[config.mk]
export PLATFORM = sky130hd
export DESIGN_NAME = twl_cond_detect
export DESIGN_NICKNAME = d
export VERILOG_FILES = /design/src/rtl/twl_pkg.sv /design/src/rtl/twl_sync.sv /design/src/rtl/twl_spike_filter.sv /design/src/rtl/twl_drive_gate.sv /design/src/rtl/twl_cond_detect.sv
export SDC_FILE = /design/constraint.sdc
export NUM_CORES = 1
export LEC_CHECK = 0
export BUFFER_PORTS_ARGS = -buffer_cell sky130_fd_sc_hd__buf_4
export CAP_MARGIN = 20
export CORE_MARGIN = 8
export CORE_UTILIZATION = 40
export DETAILED_ROUTE_END_ITERATION = 16
export PLACE_DENSITY = 0.65
export SYNTH_ARGS = -nofsm -noshare
export SYNTH_HDL_FRONTEND = slang
export SYNTH_SLANG_ARGS = --single-unit
[constraint.sdc]
create_clock -name clk -period 3.5 [get_ports clk]
set_clock_uncertainty 0.15 [all_clocks]
set_input_delay 0 -clock clk [delete_from_list [all_inputs] [get_ports clk]]
set_output_delay 0 -clock clk [all_outputs]
set_load 0.05 [all_outputs]
[src/rtl/twl_pkg.sv]
package twl_pkg;

  // bits needed to hold the value n (at least one)
  function automatic int unsigned cnt_w(int unsigned n);
    return (n < 2) ? 1 : $clog2(n + 1);
  endfunction

  // start: data falls while clock stays high over both cycles
  function automatic logic is_start(logic scl_prev, logic scl_now,
                                    logic sda_prev, logic sda_now);
    return scl_prev & scl_now & sda_prev & ~sda_now;
  endfunction

  // stop: data rises while clock stays high over both cycles
  function automatic logic is_stop(logic scl_prev, logic scl_now,
                                   logic sda_prev, logic sda_now);
    return scl_prev & scl_now & ~sda_prev & sda_now;
  endfunction

endpackage

[src/rtl/twl_sync.sv]
module twl_sync #(
  parameter int unsigned STAGES = 2
) (
  input  logic clk,
  input  logic rst_n,
  input  logic d,
  output logic q
);
  logic [STAGES-1:0] sr;

  // lines idle high, so the chain resets to ones
  always_ff @(posedge clk or negedge rst_n) begin
    if (!rst_n) sr <= '1;
    else        sr <= {sr[STAGES-2:0], d};
  end

  assign q = sr[STAGES-1];
endmodule

[src/rtl/twl_spike_filter.sv]
module twl_spike_filter #(
  parameter int unsigned FILT_CYC = 3
) (
  input  logic clk,
  input  logic rst_n,
  input  logic d,
  output logic level
);
  if (FILT_CYC < 2) begin : g_direct
    always_ff @(posedge clk or negedge rst_n) begin
      if (!rst_n) level <= 1'b1;
      else        level <= d;
    end
  end else begin : g_count
    localparam int unsigned CW = twl_pkg::cnt_w(FILT_CYC - 1);
    logic [CW-1:0] run;

    // level moves only after d has differed for FILT_CYC samples
    always_ff @(posedge clk or negedge rst_n) begin
      if (!rst_n) begin
        run   <= '0;
        level <= 1'b1;
      end else if (d == level) begin
        run <= '0;
      end else if (run == CW'(FILT_CYC - 1)) begin
        level <= d;
        run   <= '0;
      end else begin
        run <= run + CW'(1);
      end
    end
  end
endmodule

[src/rtl/twl_drive_gate.sv]
module twl_drive_gate #(
  parameter int unsigned HOLD_CYC = 15
) (
  input  logic clk,
  input  logic rst_n,
  input  logic scl_level,
  input  logic scl_fall,
  input  logic drive_req,
  output logic pull_low
);
  localparam int unsigned HW = twl_pkg::cnt_w(HOLD_CYC);

  logic [HW-1:0] hold_cnt;
  logic          load_ok;

  // update allowed: clock low, hold window spent, no fresh fall this cycle
  assign load_ok = !scl_level && !scl_fall && (hold_cnt == '0);

  always_ff @(posedge clk or negedge rst_n) begin
    if (!rst_n) begin
      hold_cnt <= '0;
      pull_low <= 1'b0;
    end else begin
      if (scl_fall)             hold_cnt <= HW'(HOLD_CYC);
      else if (hold_cnt != '0)  hold_cnt <= hold_cnt - HW'(1);
      if (load_ok)              pull_low <= drive_req;
    end
  end
endmodule

[src/rtl/twl_cond_detect.sv]
module twl_cond_detect #(
  parameter int unsigned SYNC_STAGES = 2,
  parameter int unsigned FILT_CYC    = 3,
  parameter int unsigned HOLD_CYC    = 15
) (
  input  logic clk,
  input  logic rst_n,
  input  logic scl_in,
  input  logic sda_in,
  input  logic sda_drive_low,
  output logic sda_pull_low,
  output logic scl_level,
  output logic sda_level,
  output logic scl_rise,
  output logic scl_fall,
  output logic start_pulse,
  output logic stop_pulse,
  output logic bit_valid,
  output logic bit_value,
  output logic bus_busy
);
  import twl_pkg::*;

  localparam int unsigned IDX_SCL = 0;
  localparam int unsigned IDX_SDA = 1;
  localparam int unsigned NLINES  = 2;

  logic [NLINES-1:0] raw_w, sync_w, lvl_w;
  logic scl_sync, sda_sync;
  logic scl_q, sda_q;
  logic sda_rise_w, sda_fall_w;

  assign raw_w[IDX_SCL] = scl_in;
  assign raw_w[IDX_SDA] = sda_in;

  for (genvar g = 0; g < NLINES; g++) begin : g_line
    twl_sync #(.STAGES(SYNC_STAGES)) u_sync (
      .clk(clk), .rst_n(rst_n), .d(raw_w[g]), .q(sync_w[g])
    );
    twl_spike_filter #(.FILT_CYC(FILT_CYC)) u_filt (
      .clk(clk), .rst_n(rst_n), .d(sync_w[g]), .level(lvl_w[g])
    );
  end

  assign scl_sync  = sync_w[IDX_SCL];
  assign sda_sync  = sync_w[IDX_SDA];
  assign scl_level = lvl_w[IDX_SCL];
  assign sda_level = lvl_w[IDX_SDA];

  // previous filtered levels
  always_ff @(posedge clk or negedge rst_n) begin
    if (!rst_n) begin
      scl_q <= 1'b1;
      sda_q <= 1'b1;
    end else begin
      scl_q <= scl_level;
      sda_q <= sda_level;
    end
  end

  assign scl_rise    = scl_level & ~scl_q;
  assign scl_fall    = ~scl_level & scl_q;
  assign sda_rise_w  = sda_level & ~sda_q;
  assign sda_fall_w  = ~sda_level & sda_q;
  assign start_pulse = is_start(scl_q, scl_level, sda_q, sda_level);
  assign stop_pulse  = is_stop(scl_q, scl_level, sda_q, sda_level);
  assign bit_valid   = scl_rise;
  assign bit_value   = sda_level;

  always_ff @(posedge clk or negedge rst_n) begin
    if (!rst_n)           bus_busy <= 1'b0;
    else if (start_pulse) bus_busy <= 1'b1;
    else if (stop_pulse)  bus_busy <= 1'b0;
  end

  twl_drive_gate #(.HOLD_CYC(HOLD_CYC)) u_gate (
    .clk       (clk),
    .rst_n     (rst_n),
    .scl_level (scl_level),
    .scl_fall  (scl_fall),
    .drive_req (sda_drive_low),
    .pull_low  (sda_pull_low)
  );

  // data edges are exposed as named events for the checker
  logic sda_edge_any;
  assign sda_edge_any = sda_rise_w | sda_fall_w;
endmodule

Word level (Yosys, flattened, before mapping)
Cells that the tools add are included.
{"block": "op_classes", "addsub": 3, "multipliers": 0, "div": 0, "magnitude_cmp": 0, "eq_ne": 4, "shifts": 0, "muxes": 8, "n_bitwise": 13, "reduce_logical": 10}
{"operator": "2-to-1 mux 2 bit", "n": 4}
{"operator": "2-to-1 mux 4 bit", "n": 2}
{"operator": "AND 1 bit", "n": 7}
{"operator": "inverter 1 bit", "n": 6}
{"operator": "adder 2 x 1 -> 2 bit, second input constant", "n": 2}
{"operator": "== test 2 bit, second input constant", "n": 2}
{"operator": "zero test 4 bit", "n": 1}
{"operator": "AND reduction 2 bit", "n": 2}
{"operator": "nonzero test 2 bit", "n": 2}
{"operator": "nonzero test 4 bit", "n": 1}
{"operator": "subtractor 4 x 1 -> 4 bit, second input constant", "n": 1}
{"operator": "== test 1 bit", "n": 2}
{"operator": "logical AND 1 bit", "n": 2}
{"operator": "zero test 1 bit", "n": 2}
{"operator": "2-to-1 mux 1 bit", "n": 2}
{"block": "totals", "reg_bits": 18, "latchBits": 0, "ramBits": 0, "romBits": 0, "inputBits": 5, "out_inout_bits": 10, "word_cells": 49, "mem_count": 0}

Depth between registers and ports, before layout
{"block": "logic_depth", "word_depth": 5, "ltp_mapped": 5, "ltp_nobuf": 5}

Modules after synthesis
From an unflattened synthesis, not the netlist that was laid out.
{"block": "hier_totals", "hier_cells": 57, "area_unflattened_um2": 769.5}
{"mod": "twl_drive_gate", "instances": 1, "cells_each": 23, "area_each_um2": 270.3}
{"mod": "twl_spike_filter", "instances": 2, "cells_each": 8, "area_each_um2": 126.4}
{"mod": "twl_cond_detect", "instances": 1, "cells_each": 14, "area_each_um2": 141.4}
{"mod": "twl_sync", "instances": 2, "cells_each": 2, "area_each_um2": 52.6}

Worst setup path after synthesis
Ideal clock, no wire load.
{"block": "synth_timing", "path_kind": "register -> register", "startpoint": "reg g_line[0].u_filt.level", "endpoint": "reg bus_busy", "t_arrival_ps": 2283, "required_ps": 3267, "setup_slack_ps": 984, "stages_incl_launch_ff": 4, "path_buffers": 0, "path_cell_list": "dfstp_2 -> nand2_1 -> nor3b_1 -> o21bai_1"}
{"block": "synth_between", "elab_chain_len": 4, "elab_cells_between_ends": 7}
{"element": "from (decl)", "line": "twl_spike_filter.sv:7", "text": "output logic level"}
{"element": "from (signal assigned)", "line": "twl_spike_filter.sv:22", "text": "level <= 1'b1;"}
{"element": "from (signal assigned)", "line": "twl_spike_filter.sv:26", "text": "level <= d;"}
{"element": "AND 1 bit (*) (3 in a row)", "line": "twl_pkg.sv:11", "text": "return scl_prev & scl_now & sda_prev & ~sda_now;"}
{"element": "via start_pulse", "line": "twl_cond_detect.sv:16", "text": "output logic start_pulse,"}
{"element": "2-to-1 mux 1 bit or nonzero test 2 bit (tied branches)"}
{"element": "to (signal assigned)", "line": "twl_cond_detect.sv:71", "text": "if (!rst_n) bus_busy <= 1'b0;"}
{"element": "to (signal assigned)", "line": "twl_cond_detect.sv:72", "text": "else if (start_pulse) bus_busy <= 1'b1;"}
{"element": "to (signal assigned)", "line": "twl_cond_detect.sv:73", "text": "else if (stop_pulse) bus_busy <= 1'b0;"}
{"element": "to (decl)", "line": "twl_cond_detect.sv:20", "text": "output logic bus_busy"}
Mark *: on every way through the listed nets, which the timed path passes. The rest lies on a longest branch.
A chain may end at the register's enable or synchronous reset.

Final worst setup path
{"block": "layout_timing", "startpoint": "reg u_gate.hold_cnt[0]", "endpoint": "reg u_gate.pull_low"}
{"block": "layout_between", "elab_chain_len": 2}
{"element": "from (decl)", "line": "twl_drive_gate.sv:13", "text": "logic [HW-1:0] hold_cnt;"}
{"element": "from (signal assigned)", "line": "twl_drive_gate.sv:24", "text": "if (scl_fall) hold_cnt <= HW'(HOLD_CYC);"}
{"element": "from (signal assigned)", "line": "twl_drive_gate.sv:25", "text": "else if (hold_cnt != '0) hold_cnt <= hold_cnt - HW'(1);"}
{"element": "zero test 4 bit", "line": "twl_drive_gate.sv:17", "text": "assign load_ok = !scl_level && !scl_fall && (hold_cnt == '0);"}
{"element": "logical AND 1 bit", "line": "twl_drive_gate.sv:17"}
{"element": "to (signal assigned)", "line": "twl_drive_gate.sv:26", "text": "if (load_ok) pull_low <= drive_req;"}
{"element": "to (decl)", "line": "twl_drive_gate.sv:9", "text": "output logic pull_low"}
No other way between the ends.

==> metrics.txt <==
status=finished clean; asr flop ratio synth=100.0%; Crit Path Class=flip-flop to flip-flop; number of port buffers=14; worst endpoint required time=3.52 ns; share of Yosys cell area claimed by the top area cell type=34.84%; CP Launch Type=flip-flop; Chip Width=58.38 microns; Min-Delay Path Class=input pin to async pin; Final nets=83; most common cell after layout, fill and taps aside=buf_4; final hold vios=0; final setup fails=0; EDFF count, synth=0; Synth Register Bits=18; Placed Cells=92; max incr delay on CP=0.42 ns; synth warn=0; max-slew violation count=0; worst relative slew slack=69.91%; highest ir drop seen on vdd=0.4767 mV; Wirelength per Cell=11.99 microns; MaxCap Viol Count=0; Power Total=0.9176 mW; DRT iter0 DRCs=1; Fmax=552.6 MHz; Unique masters post-synth=22; crit end category=flip-flop; min Tclk post-route=1.809 ns; clock root buffer master=clkbuf_4; RSZ-0062 raised after global routing=no; synthesized area=718.2 sq um; Post-CTS Setup Bufs=0; Die Footprint=3408 sq um; P_sw=0.4059 mW; slew at the pin closest to its max-slew limit=0.4499 ns; CP Cell Sequence=inv_1, ha_1, or3b_4, nor3_2, mux2_2; crit-path max FO=4; first-pass GRT wire length=2049 microns; vias in the first global route=475; most area-consuming cells after synthesis=dfrtp_1 (35%), dfstp_2 (29%), mux2_2 (4.7%); sequential share of the synthesized area=64.11%; # DRC=0; pre-CTS setup slack=1.693 ns; worst hold slack=0.1071 ns; Initial Utilization=42.05%; post-synth top area cell=dfrtp_1; Skew-Pair Late Insertion Delay=0.28 ns; setup ws final=1.691 ns; Core Region=1708 sq um; Routed Antenna Nets=0; Comb pwr share=48.5%; pin count of the biggest net entering global routing=11; R2R cell count=5; I/O pins=15; drt first pass iters=2; Vias/cell=4.500; Clock power frac=10.4%; Cells after Synth=55; setup TNS=0 ns; CTS buffer count=3; clock buffer depth=2; Sink Count=18; R2R Path Start=u_gate.hold_cnt[0]; worst r2r dst=u_gate.pull_low; total grt overflow=0; sw frac=44.23%; FF-to-FF setup slack=1.69 ns; GRT Total Usage=7.985%; final std cells w/o fill=100; final wirelength=1199 microns; ANT cells=0; die height=58.38 microns; cell area power density=1006 nW/um^2; Layout area overhead=27.00%; sequential group share of total power=41.1%; HPWL after DPL=857.2 microns; TritonCTS clock tree=built; Final period util=51.70%; H-tree Lvls=1; slowest cell on the critical path=or3b_4; layout cells sized above 1=42.67%; Internal Power=0.5117 mW; commonest non-fill, non-tap cells in the layout=buf_4 (14), dfrtp_1 (10), dfstp_2 (8), inv_1 (5), dlygate4sd3_1 (5); leak pwr=0.4114 nW; Synth Flop Type=dfrtp_1; Worst EP arrival=1.83 ns; RePlAce Congestion=0.7782; initial antenna violation count=0; Worst-path clk slew=0.09 ns; row count=15; routed via count=450; Syn Area/Cell=13.06 sq um; syn_nets=61
## final cells by class
class                           count  area (sq um)
Clock buffer                        3         22.52
Fill cell                         159         795.8
Inverter                            5         18.77
Multi-Input combinational cell     30         224.0
Sequential cell                    18         460.4
Tap cell                           25         31.28
Timing Repair Buffer               19         155.1
## cells in the mapped netlist (all sizes together) (2+ instances only)
library cell and number:
buf 2, dfrtp 10, dfstp 8, inv 5
mux2 3, nand2 2, nor2b 3, nor3 4
nor3b 4, o21ai 2, xnor2 3
## state kept, by name, summed over array words and instances, names as in the netlist
signal	cells
g_line.u_sync.sr	4
bus_busy	1
g_line.u_filt.level	2
scl_q	1
g_line.u_filt.g_count.run	4
u_gate.pull_low	1
u_gate.hold_cnt	4
sda_q	1
## per-layer routing
metal | global-route usage, % | share of wire [%]
met1 | 8.225 | 44
met2 | 13.07 | 50
met3 | 3.261 | 5.4
met4 | 5.245 | 0.83
met5 | 0 | 0
## repair_timing
item,in CTS,in global routing
endpoints found under the hold margin,21,0
endpoints found under the setup margin,0,0
hold buffers,5,0
resized for setup,0,0
## cells by family (layout without fill, tap and decap cells)
logic type	Yosys count	after routing	share of synthesized area (%)
AOI/OAI and AO/OA	5	5	4.878
adders and majority gates	1	1	1.742
and+or+nand+nor	18	18	16.20
xor gates and xnor gates	3	3	3.659
buffers and inverters	7	27	4.703
DFF	18	18	64.11
muxes	3	3	4.703
## worst max-delay path: cells and delay by family, from the launching register on
kind                       cells  cell delay [ns]
adders and majority gates      1             0.19
buffers and inverters          1             0.06
DFF                            1             0.41
muxes                          1             0.34
and+or+nand+nor                2             0.54
## stage by stage
| step | instance area, sq um | util [%] |
|---|---|---|
| 2_1_floorplan | 718.2 | - |
| 3_3_place_gp | 839.6 | 49.16 |
| 3_5_place_dp | 839.6 | 49.16 |
| 4_1_cts | 912.1 | 53.41 |
| 5_1_grt | 912.1 | 53.41 |
| 6_report | 912.1 | 53.41 |
## power groups by stage
stage	sequential [mW]	combinational (mW)	clock (mW)
after global placement	0.375	0.444	0
after floorplan	0.451	0.263	0
after CTS	0.379	0.452	0.102
after detailed placement	0.381	0.447	0
final	0.377	0.445	0.0950
after global routing	0.390	0.474	0.109
## worst max path at each step
stage                       to                    from  slack [ns]
3_5_place_dp   u_gate.pull_low      u_gate.hold_cnt[0]        1.69
6_report       u_gate.pull_low      u_gate.hold_cnt[0]        1.69
4_1_cts        u_gate.pull_low      u_gate.hold_cnt[1]        1.68
2_1_floorplan         bus_busy  g_line[0].u_filt.level        0.98
5_1_grt        u_gate.pull_low      u_gate.hold_cnt[0]        1.64
3_3_place_gp   u_gate.pull_low      u_gate.hold_cnt[0]        1.73
No activity file was read; power rests on OpenSTA's default activity.
